[config.mk]
export PLATFORM = sky130hd
export DESIGN_NAME = pwm_aq
export DESIGN_NICKNAME = d
export VERILOG_FILES = /design/src/rtl/pwm_aq_pkg.sv /design/src/rtl/pwm_aq_resolve.sv /design/src/rtl/pwm_aq_channel.sv /design/src/rtl/pwm_aq.sv
export SDC_FILE = /design/constraint.sdc
export NUM_CORES = 1
export LEC_CHECK = 0
export CAP_MARGIN = 20
export CORE_UTILIZATION = 35
export DETAILED_ROUTE_END_ITERATION = 10
export PLACE_DENSITY = 0.82
export SYNTH_ARGS = -nofsm -noshare
export SYNTH_HDL_FRONTEND = slang
export SYNTH_SLANG_ARGS = --single-unit
export TNS_END_PERCENT = 1
[constraint.sdc]
create_clock -name clk -period 1.16 [get_ports clk]
set_input_delay 0.232 -clock clk [delete_from_list [all_inputs] [get_ports clk]]
set_output_delay 0.232 -clock clk [all_outputs]
set_load 0.005 [all_outputs]
[src/rtl/pwm_aq_pkg.sv]
package pwm_aq_pkg;

    localparam int AQ_ACT_W  = 2;
    localparam int AQ_NFIELD = 6;
    localparam int AQ_CFG_W  = AQ_ACT_W * AQ_NFIELD;
    localparam int AQ_NSLOT  = 4;

    typedef enum logic [AQ_ACT_W-1:0] {
        ACT_HOLD = 2'b00,
        ACT_LOW  = 2'b01,
        ACT_HIGH = 2'b10,
        ACT_INV  = 2'b11
    } aq_act_e;

    typedef enum logic [1:0] {
        MODE_UP   = 2'b00,
        MODE_DOWN = 2'b01,
        MODE_UPDN = 2'b10,
        MODE_UPDN2 = 2'b11
    } aq_mode_e;

    typedef struct packed {
        logic zero;
        logic prd;
        logic cmpa;
        logic cmpb;
    } aq_evt_t;

    function automatic logic aq_apply(input logic cur, input logic [AQ_ACT_W-1:0] act);
        case (act)
            ACT_LOW:  return 1'b0;
            ACT_HIGH: return 1'b1;
            ACT_INV:  return ~cur;
            default:  return cur;
        endcase
    endfunction

endpackage

[src/rtl/pwm_aq_resolve.sv]
module pwm_aq_resolve
    import pwm_aq_pkg::*;
(
    input  logic [1:0]          mode,
    input  logic                dir_up,
    input  aq_evt_t             evt,
    input  logic [AQ_CFG_W-1:0] cfg,
    output logic [AQ_ACT_W-1:0] act
);

    logic [AQ_ACT_W-1:0] c_zero, c_prd, c_cmpa, c_cmpb;
    logic [AQ_ACT_W-1:0] slot [AQ_NSLOT];

    always_comb begin
        c_zero = evt.zero ? cfg[1:0] : ACT_HOLD;
        c_prd  = evt.prd  ? cfg[3:2] : ACT_HOLD;
        c_cmpa = evt.cmpa ? (dir_up ? cfg[5:4] : cfg[7:6])   : ACT_HOLD;
        c_cmpb = evt.cmpb ? (dir_up ? cfg[9:8] : cfg[11:10]) : ACT_HOLD;

        // slot 0 carries the highest priority
        case (mode)
            MODE_UP: begin
                slot[0] = c_prd;  slot[1] = c_cmpb; slot[2] = c_cmpa; slot[3] = c_zero;
            end
            MODE_DOWN: begin
                slot[0] = c_zero; slot[1] = c_cmpb; slot[2] = c_cmpa; slot[3] = c_prd;
            end
            default: begin
                slot[0] = c_cmpb; slot[1] = c_cmpa; slot[2] = c_zero; slot[3] = c_prd;
            end
        endcase

        act = ACT_HOLD;
        for (int i = AQ_NSLOT - 1; i >= 0; i--) begin
            if (slot[i] != ACT_HOLD) act = slot[i];
        end
    end

endmodule

[src/rtl/pwm_aq_channel.sv]
module pwm_aq_channel
    import pwm_aq_pkg::*;
#(
    parameter logic RST_LVL = 1'b0
) (
    input  logic                clk,
    input  logic                rst_n,
    input  logic [AQ_ACT_W-1:0] evt_act,
    input  logic                frc_stb,
    input  logic [AQ_ACT_W-1:0] frc_code,
    input  logic [1:0]          ovr,
    output logic                lvl
);

    typedef struct packed {
        logic lvl;
    } ch_state_t;

    ch_state_t           st_d, st_q;
    logic [AQ_ACT_W-1:0] eff_act;

    always_comb begin
        eff_act = evt_act;
        if (frc_stb && frc_code != ACT_HOLD) eff_act = frc_code;

        st_d = st_q;
        case (ovr)
            2'b01:   st_d.lvl = 1'b0;
            2'b10:   st_d.lvl = 1'b1;
            default: st_d.lvl = aq_apply(st_q.lvl, eff_act);
        endcase
    end

    always_ff @(posedge clk or negedge rst_n) begin
        if (!rst_n) st_q <= '{lvl: RST_LVL};
        else        st_q <= st_d;
    end

    assign lvl = st_q.lvl;

endmodule

[src/rtl/pwm_aq.sv]
module pwm_aq
    import pwm_aq_pkg::*;
#(
    parameter logic RST_LVL_A = 1'b0,
    parameter logic RST_LVL_B = 1'b0
) (
    input  logic                clk,
    input  logic                rst_n,
    input  logic [1:0]          cnt_mode,
    input  logic                cnt_up,
    input  logic                evt_zero,
    input  logic                evt_prd,
    input  logic                evt_cmpa,
    input  logic                evt_cmpb,
    input  logic [AQ_CFG_W-1:0] cfg_a,
    input  logic [AQ_CFG_W-1:0] cfg_b,
    input  logic                frc_a_stb,
    input  logic [AQ_ACT_W-1:0] frc_a_code,
    input  logic                frc_b_stb,
    input  logic [AQ_ACT_W-1:0] frc_b_code,
    input  logic [1:0]          ovr_a,
    input  logic [1:0]          ovr_b,
    output logic                pwm_a,
    output logic                pwm_b
);

    localparam int NUM_CH = 2;
    localparam logic [NUM_CH-1:0] RST_VEC = {RST_LVL_B, RST_LVL_A};

    aq_evt_t             evt;
    logic [AQ_CFG_W-1:0] cfg_v  [NUM_CH];
    logic                fstb_v [NUM_CH];
    logic [AQ_ACT_W-1:0] fcode_v[NUM_CH];
    logic [1:0]          ovr_v  [NUM_CH];
    logic [AQ_ACT_W-1:0] act_v  [NUM_CH];
    logic [NUM_CH-1:0]   lvl_v;

    assign evt = '{zero: evt_zero, prd: evt_prd, cmpa: evt_cmpa, cmpb: evt_cmpb};

    assign cfg_v[0]   = cfg_a;      assign cfg_v[1]   = cfg_b;
    assign fstb_v[0]  = frc_a_stb;  assign fstb_v[1]  = frc_b_stb;
    assign fcode_v[0] = frc_a_code; assign fcode_v[1] = frc_b_code;
    assign ovr_v[0]   = ovr_a;      assign ovr_v[1]   = ovr_b;

    for (genvar ch = 0; ch < NUM_CH; ch++) begin : g_ch
        pwm_aq_resolve u_res (
            .mode   (cnt_mode),
            .dir_up (cnt_up),
            .evt    (evt),
            .cfg    (cfg_v[ch]),
            .act    (act_v[ch])
        );

        pwm_aq_channel #(.RST_LVL(RST_VEC[ch])) u_ch (
            .clk      (clk),
            .rst_n    (rst_n),
            .evt_act  (act_v[ch]),
            .frc_stb  (fstb_v[ch]),
            .frc_code (fcode_v[ch]),
            .ovr      (ovr_v[ch]),
            .lvl      (lvl_v[ch])
        );
    end

    assign pwm_a = lvl_v[0];
    assign pwm_b = lvl_v[1];

endmodule

==> flow_metrics.py, run 1 <==
metrics = {
    "run_status": {
        "status": "complete, but fails checks",
        "violations": "negative setup slack",
    },
    "power_and_ir_drop": {
        "power.share.clock_pct": 16.8,
        "power.leakage_nw": 0.9500,
        "netSwitchingPower_mw": 0.4206,
        "power.density_nw_per_um2": 569.1,
        "p_comb_share_pct": 73.8,
        "p_total_mw": 1.027,
        "sequentialPowerShare_pct": 9.4,
        "internal-power_mw": 0.6062,
        "ir_drop_mv": 0.4676,
        "netSwitchingFraction_pct": 40.96,
    },
    "worst_setup_path": {
        "path_cells": "dlygate4sd2_1, nand2_1, o211ai_1, buf_4, a311oi_4, a21boi_4, o221ai_2, a221o_1",
        "crit_path_max_incr_delay_ps": 350,
        "slowest_stage": "a221o_1",
        "cp-start-kind": "input pin",
        "worstReg2RegStart": "g_ch[1].u_ch.lvl",
        "required_ps": 1280,
        "r2r_slack_ps": 30,
        "crit_type": "in -> reg",
        "crit_path_end_kind": "register",
        "arrival_ps": 1840,
        "r2r-end": "g_ch[1].u_ch.lvl",
        "rr_worst_depth": 2,
        "cp_max_fo": 2,
    },
    "timing": {
        "slew_violations": 0,
        "slew_headroom_pct": 77.52,
        "hold_violations": 0,
        "setup_tns_ps": -1098,
        "period_minus_slack_ps": 1718,
        "min_period_over_period_pct": 148.1,
        "rsz0062_at_grt": "yes",
        "skew_ps": 0,
        "setup_viol": 2,
        "fin_ws_ps": -557.8,
        "worstMarginPinSlew_ps": 332.0,
        "fmax_mhz": 582.2,
    },
    "clock_tree": {
        "cts_buffers": 3,
        "insertion_delay_ps": 240,
        "clkTransAtPathRegs_ps": 40,
        "clock_tree.root_cell": "clkbuf_4",
        "cts_buffer_depth": 2,
        "numClockSinks": 2,
        "cts_max_level": 1,
        "cts_tree": "done",
    },
    "logic_synthesis": {
        "yosysWarningCount": 0,
        "synth.distinct_cells": 45,
        "async_reset_ff_share_pct": 100.0,
        "synth-seq-cells": 2,
        "syn-mean-instance-area_um2": 7.390,
        "syn_area_um2": 790.8,
        "synth_edf_count": 0,
        "syn_inst": 107,
        "ys_seq_area_share_pct": 6.329,
        "synth_ff_type": "dfrtp_1",
        "synth_nets": 154,
    },
    "route": {
        "drc_errors": 0,
        "wl_per_cell_um": 23.16,
        "drtAntennaViolNets": 0,
        "drtPass1Iterations": 4,
        "first_iter_violations": 67,
        "num_vias": 1423,
        "viasPerCell": 6.588,
        "drt_wl_total_um": 5002,
    },
    "cells_and_area": {
        "fin_util_pct": 88.36,
        "diodes": 0,
        "area_growth_pct": 128.2,
        "fin_area_um2": 1804,
        "largest_reg_flops": 2,
        "layout.nets": 238,
        "drive_gt1_share_pct": 46.03,
    },
    "place": {
        "gp_congestion": 0.9994,
        "placedInstanceArea_um2": 1414,
        "portBuffers": 44,
        "hpwlAfterDp_um": 2177,
    },
    "floorplan": {
        "core_um2": 2042,
        "die_area_um2": 2453,
        "num_rows": 16,
        "ios": 45,
        "start_util_pct": 38.73,
        "fp.dieH_um": 49.53,
        "die_width_um": 49.53,
    },
    "global_routing": {
        "grt_pass1_vias": 1231,
        "grtUsageTotal_pct": 27.93,
        "antenna_found_initial": 0,
        "grt_pass1_wl_um": 5319,
        "grt_max_degree": 8,
        "grt_overflow": 0,
    },
    "job": {
        "drv_cap": 0,
    },
    "worst_hold_path": {
        "hold_path.class": "in -> async",
    },
}
-- worst max-delay path: cells and delay by family --
| kind | cells | cell delay (ps) |
|---|---|---|
| AO/OA/AOI/OAI | 5 | 1030 |
| buffers and inverters | 2 | 430 |
| AND/OR/NAND/NOR | 1 | 140 |
-- power by group through the flow --
stage	Sequential (mW)	Combinational (mW)	Clock (mW)
after CTS	0.0945	0.560	0.171
after floorplan	0.0938	0.234	0
after global routing	0.0984	0.785	0.177
final	0.0963	0.758	0.173
after global placement	0.0941	0.505	0
after detailed placement	0.0956	0.522	0
-- cells in the final DEF, fill, tap and decap left out, drive strengths merged, types with 2 or more instances in the layout --
cell type	netlist	layout
nor2b	4	4
nand2b	2	2
a211oi	2	2
a221oi	2	2
clkdlybuf4s50	0	8
nand2	14	14
dlygate4sd2	0	8
nand4b	3	3
a21boi	3	3
o311ai	3	3
a311oi	2	2
dfrtp	2	2
nor2	6	6
buf	2	43
mux2	5	5
and2	5	5
a21oi	7	7
o21ai	5	5
nand3	4	4
ha	4	4
dlymetal6s2s	0	18
inv	6	6
clkdlybuf4s15	0	2
clkbuf	2	7
mux2i	4	4
o211ai	3	3
-- area by class of cell --
| class | instances | area (µm²) |
|---|---|---|
| inverter | 6 | 22.52 |
| multi-input combinational | 95 | 907.1 |
| fill | 102 | 237.7 |
| timing repair buffer | 83 | 768.2 |
| sequential | 2 | 50.05 |
| clock buffer | 3 | 22.52 |
| tap | 27 | 33.78 |
-- synthesized netlist by cell type, types with 2 or more instances --
| cell type | n | area (µm²) |
|---|---|---|
| nand2_1 | 14 | 52.55 |
| a21oi_1 | 7 | 35.03 |
| inv_1 | 6 | 22.52 |
| nor2_1 | 6 | 22.52 |
| ha_1 | 4 | 50.05 |
| mux2_2 | 4 | 45.04 |
| mux2i_1 | 4 | 40.04 |
| nand3_1 | 4 | 20.02 |
| nor2b_1 | 4 | 25.02 |
| o21ai_0 | 4 | 20.02 |
| a21boi_0 | 3 | 22.52 |
| and2_2 | 3 | 22.52 |
| nand4b_1 | 3 | 26.28 |
| o211ai_1 | 3 | 22.52 |
| a211oi_1 | 2 | 15.01 |
| a221oi_1 | 2 | 17.52 |
| and2_1 | 2 | 12.51 |
| clkbuf_8 | 2 | 27.53 |
| dfrtp_1 | 2 | 50.05 |
| nand2b_1 | 2 | 12.51 |
| o311ai_1 | 2 | 17.52 |
-- layer usage --
layer	up-vias	track usage [%]	part of all wire, %
met5	-	0	0
met4	0	16.67	8.7
met3	46	2.469	7.4
met2	126	51.13	51
met1	670	30.68	33
li1	581	-	-
-- cells by family (layout without fill, tap and decap cells) --
group                      after synthesis  count (layout)  share of synthesized area, %
adders and majority gates                4               4                         6.329
and+or+nand+nor                         45              45                         31.33
DFF                                      2               2                         6.329
AOI/OAI and AO/OA                       37              37                         34.65
buffers and inverters                   10              92                         8.703
muxes                                    9               9                         12.66
-- repair_timing --
item | CTS | global route
hold buffers | 0 | 0
setup buffers | 6 | 9
pin swaps | 16 | 27
gates resized for setup | 44 | 74
endpoints found under the setup margin | 4 | 3
gates cloned | 2 | 0
-- per-stage QoR --
step           std cells  hold slack, ps  worst slack [ps]
6_report             216           160.4            -557.8
3_5_place_dp         197           417.5             -1199
4_1_cts              208           167.3            -581.0
3_3_place_gp         197           412.8             -1108
2_1_floorplan        107          -63.59            -463.1
5_1_grt              216           170.7            -605.8
-- worst max-delay path by stage --
stage                             endpoint  cells after the start  startpoint
after floorplan           g_ch[0].u_ch.lvl                      7      cnt_up
after global placement    g_ch[1].u_ch.lvl                      8      cnt_up
after detailed placement  g_ch[1].u_ch.lvl                      8      cnt_up
after CTS                 g_ch[0].u_ch.lvl                      8      cnt_up
after global routing      g_ch[0].u_ch.lvl                      8      cnt_up
final                     g_ch[1].u_ch.lvl                      8    cfg_b[2]
Power figures use the tool's default switching activity.
==> run 2: changes to the inputs <==
- ABC_AREA: unset -> 1
- CTS_CLUSTER_DIAMETER: unset -> 80
- PLACE_DENSITY: 0.82 -> 0.8
==> run 2 against run 1 <==
  * The run still ends with negative setup slack left
  * Critical path depth rose by 7
  * Largest cell class unchanged
  * Synthesized cell count increased by 63%
  * Combinational power decreased by 20%
  * Critical path type unchanged
  * Die area grew 6.7%
  * Sequential share of layout area rose by 0.20 points
  * Hold slack better by 3.8 ps
  * Area after synthesis grew 7.0%
  * Count of clock-buffer cells in the layout is the same
  * Critical endpoint unchanged
  * Final cell count increased by 28%
  * Cell area fell by 6.7%
  * Global-route usage decreased by 6.9 points
  * Non-clock buffer count down 9
==> flow_metrics.py, run 2 <==
metrics = {
    "power_and_ir_drop": {
        "netSwitchingPower_mw": 0.3542,
        "power.density_nw_per_um2": 512.4,
        "internal-power_mw": 0.5087,
        "netSwitchingFraction_pct": 41.05,
        "p_total_mw": 0.8629,
        "power.leakage_nw": 1.036,
        "p_comb_share_pct": 70.7,
        "sequentialPowerShare_pct": 11.0,
        "power.share.clock_pct": 18.3,
        "ir_drop_mv": 0.3161,
    },
    "global_routing": {
        "grt_max_degree": 11,
        "grt_pass1_vias": 1094,
        "grt_pass1_wl_um": 4278,
        "grtUsageTotal_pct": 20.99,
        "grt_overflow": 0,
        "antenna_found_initial": 0,
    },
    "place": {
        "gp_congestion": 0.8404,
        "place_inst": 264,
        "post-place-ws_ps": -736.5,
        "hpwlAfterDp_um": 2050,
        "portBuffers": 44,
        "placedInstanceArea_um2": 1456,
    },
    "cells_and_area": {
        "nFillCells": 189,
        "area_growth_pct": 99.11,
        "layout_common_cells": "72 x nand2_1, 26 x buf_4, 23 x inv_1, 19 x dlygate4sd2_1, 18 x nand2_2",
        "layout.nets": 297,
        "drive_gt1_share_pct": 33.47,
        "fin_util_pct": 74.69,
        "final_common_cell": "nand2_1",
        "final_cells": 276,
        "largest_reg_flops": 2,
        "diodes": 0,
        "fin_area_um2": 1684,
    },
    "clock_tree": {
        "hold_buffers": 0,
        "clkTransAtPathRegs_ps": 30,
        "insertion_delay_ps": 230,
        "cts_buffer_depth": 2,
        "numClockSinks": 2,
        "clock_tree.root_cell": "clkbuf_4",
        "cts_buffers": 3,
        "cts_tree": "done",
        "cts_max_level": 1,
    },
    "timing": {
        "hold_violations": 0,
        "fin_ws_ps": -183.8,
        "worstMarginPinSlew_ps": 300.3,
        "fmax_mhz": 744.2,
        "min_period_over_period_pct": 115.8,
        "rsz0062_at_grt": "yes",
        "setup_tns_ps": -323.0,
        "setup_viol": 2,
        "slew_headroom_pct": 79.89,
        "slew_violations": 0,
        "period_minus_slack_ps": 1344,
        "holdWs_ps": 164.2,
        "skew_ps": 0,
    },
    "route": {
        "viasPerCell": 4.891,
        "topRoutingLayerUsed": "met4",
        "drt_wl_total_um": 3110,
        "drtPass1Iterations": 4,
        "drc_errors": 0,
        "route.met2.wl_um": 1580,
        "num_vias": 1350,
        "drtAntennaViolNets": 0,
        "wirelength_met1_um": 1290,
        "wl_met3_um": 172,
        "wl_per_cell_um": 11.27,
        "first_iter_violations": 31,
    },
    "run_status": {
        "violations": "negative setup slack",
        "status": "complete, but fails checks",
    },
    "logic_synthesis": {
        "yosysWarningCount": 0,
        "ys_seq_area_share_pct": 5.917,
        "synth_top_cells_by_area": "nand2_1 39%, inv_1 12%, nand3_1 10%",
        "synth_edf_count": 0,
        "synth-seq-cells": 2,
        "synth_nets": 221,
        "synth_commonest_cells": "89 x nand2_1, 27 x inv_1, 17 x nand3_1",
        "synth_ff_type": "dfrtp_1",
        "yosys.area.top_type": "nand2_1",
        "syn_inst": 174,
        "yosysTopAreaCellShare_pct": 39.50,
        "synth.distinct_cells": 19,
        "syn-mean-instance-area_um2": 4.861,
        "async_reset_ff_share_pct": 100.0,
        "syn_area_um2": 845.8,
        "yosysMostFrequentCell": "nand2_1",
    },
    "worst_setup_path": {
        "cp_max_fo": 4,
        "crit_path_end_kind": "register",
        "cp-start-kind": "input pin",
        "crit_type": "in -> reg",
        "arrival_ps": 1450,
        "required_ps": 1260,
    },
    "floorplan": {
        "fp.dieH_um": 51.16,
        "ios": 45,
        "die_area_um2": 2617,
        "start_util_pct": 37.51,
        "core_um2": 2255,
        "num_rows": 17,
        "die_width_um": 51.16,
    },
    "job": {
        "drv_cap": 0,
    },
    "worst_hold_path": {
        "hold_path.class": "in -> async",
    },
}
-- run 2: cell types whose count changed after synthesis, moves of 4 or more --
cell / before / now
nor2_1: 6 / 2
nand3_1: 4 / 17
o21ai_0: 4 / 0
nand3_2: 0 / 4
mux2i_1: 4 / 0
nand2_1: 14 / 89
nor2b_1: 4 / 0
inv_1: 6 / 27
mux2_2: 4 / 0
-- run 2: worst paths after layout --
kind / start / to / slack [ps] / depth (start not counted)
worst max register to register: g_ch[0].u_ch.lvl / g_ch[0].u_ch.lvl / 340 / 4
min in group clk: ovr_b[0] / g_ch[1].u_ch.lvl / 540 / 6
worst max-delay path: cnt_mode[1] / g_ch[1].u_ch.lvl / -180 / 15
worst min register to register: g_ch[1].u_ch.lvl / g_ch[1].u_ch.lvl / 560 / 2
worst min-delay path: rst_n / g_ch[0].u_ch.lvl / 160 / 1
max in group asynchronous: rst_n / g_ch[1].u_ch.lvl / 880 / 1
-- run 2: final cells by class --
cell class / count / area, µm² / area share [%]
timing repair buffer: 74 / 676.9 / 40.19
clock buffer: 3 / 22.52 / 1.337
multi-input combinational: 140 / 790.8 / 46.95
inverter: 29 / 108.9 / 6.464
sequential: 2 / 50.05 / 2.972
tap: 28 / 35.03 / 2.080
-- run 2: metal layers --
metal  vias to the layer above  global-route usage (%)
met5                         -                       0
met4                         0                   2.778
met3                         8                   3.274
met2                        46                   39.47
met1                       609                   25.13
li1                        687                       -
-- run 2: worst max-delay path: stages --
cell and delay (ps):
buf_6 100, buf_6 120, nor2_4 130, buf_6 130, nand2_2 50, nand2_1 70, nand3_1 90, nand2_1 90
nand2_1 50, nand2_1 70, nand2_1 60, nand2_2 60, nand2_1 60, nand3_1 60, nand3_1 70
-- run 2: kinds of logic (layout without fill, tap and decap cells) --
group	count (synthesis)	in the layout	share of synthesized area [%]
AND/OR/NAND/NOR	120	120	61.10
adder cells (fa/ha/maj)	4	4	5.917
AO/OA/AOI/OAI	16	16	10.65
buffers and inverters	32	106	16.42
flip-flops	2	2	5.917
-- run 2: what timing repair did --
item,CTS,global route
buffers inserted,6,3
setup endpoints to repair,4,2
resized for setup,45,45
pin swaps,34,38
-- run 2: power groups by stage --
stage               clock network, mW  registers [mW]  logic (mW)
global route                    0.177          0.0957       0.670
finish                          0.158          0.0948       0.610
detailed placement                  0          0.0961       0.526
global placement                    0          0.0962       0.517
CTS                             0.162          0.0928       0.541
floorplan                           0          0.0949       0.252
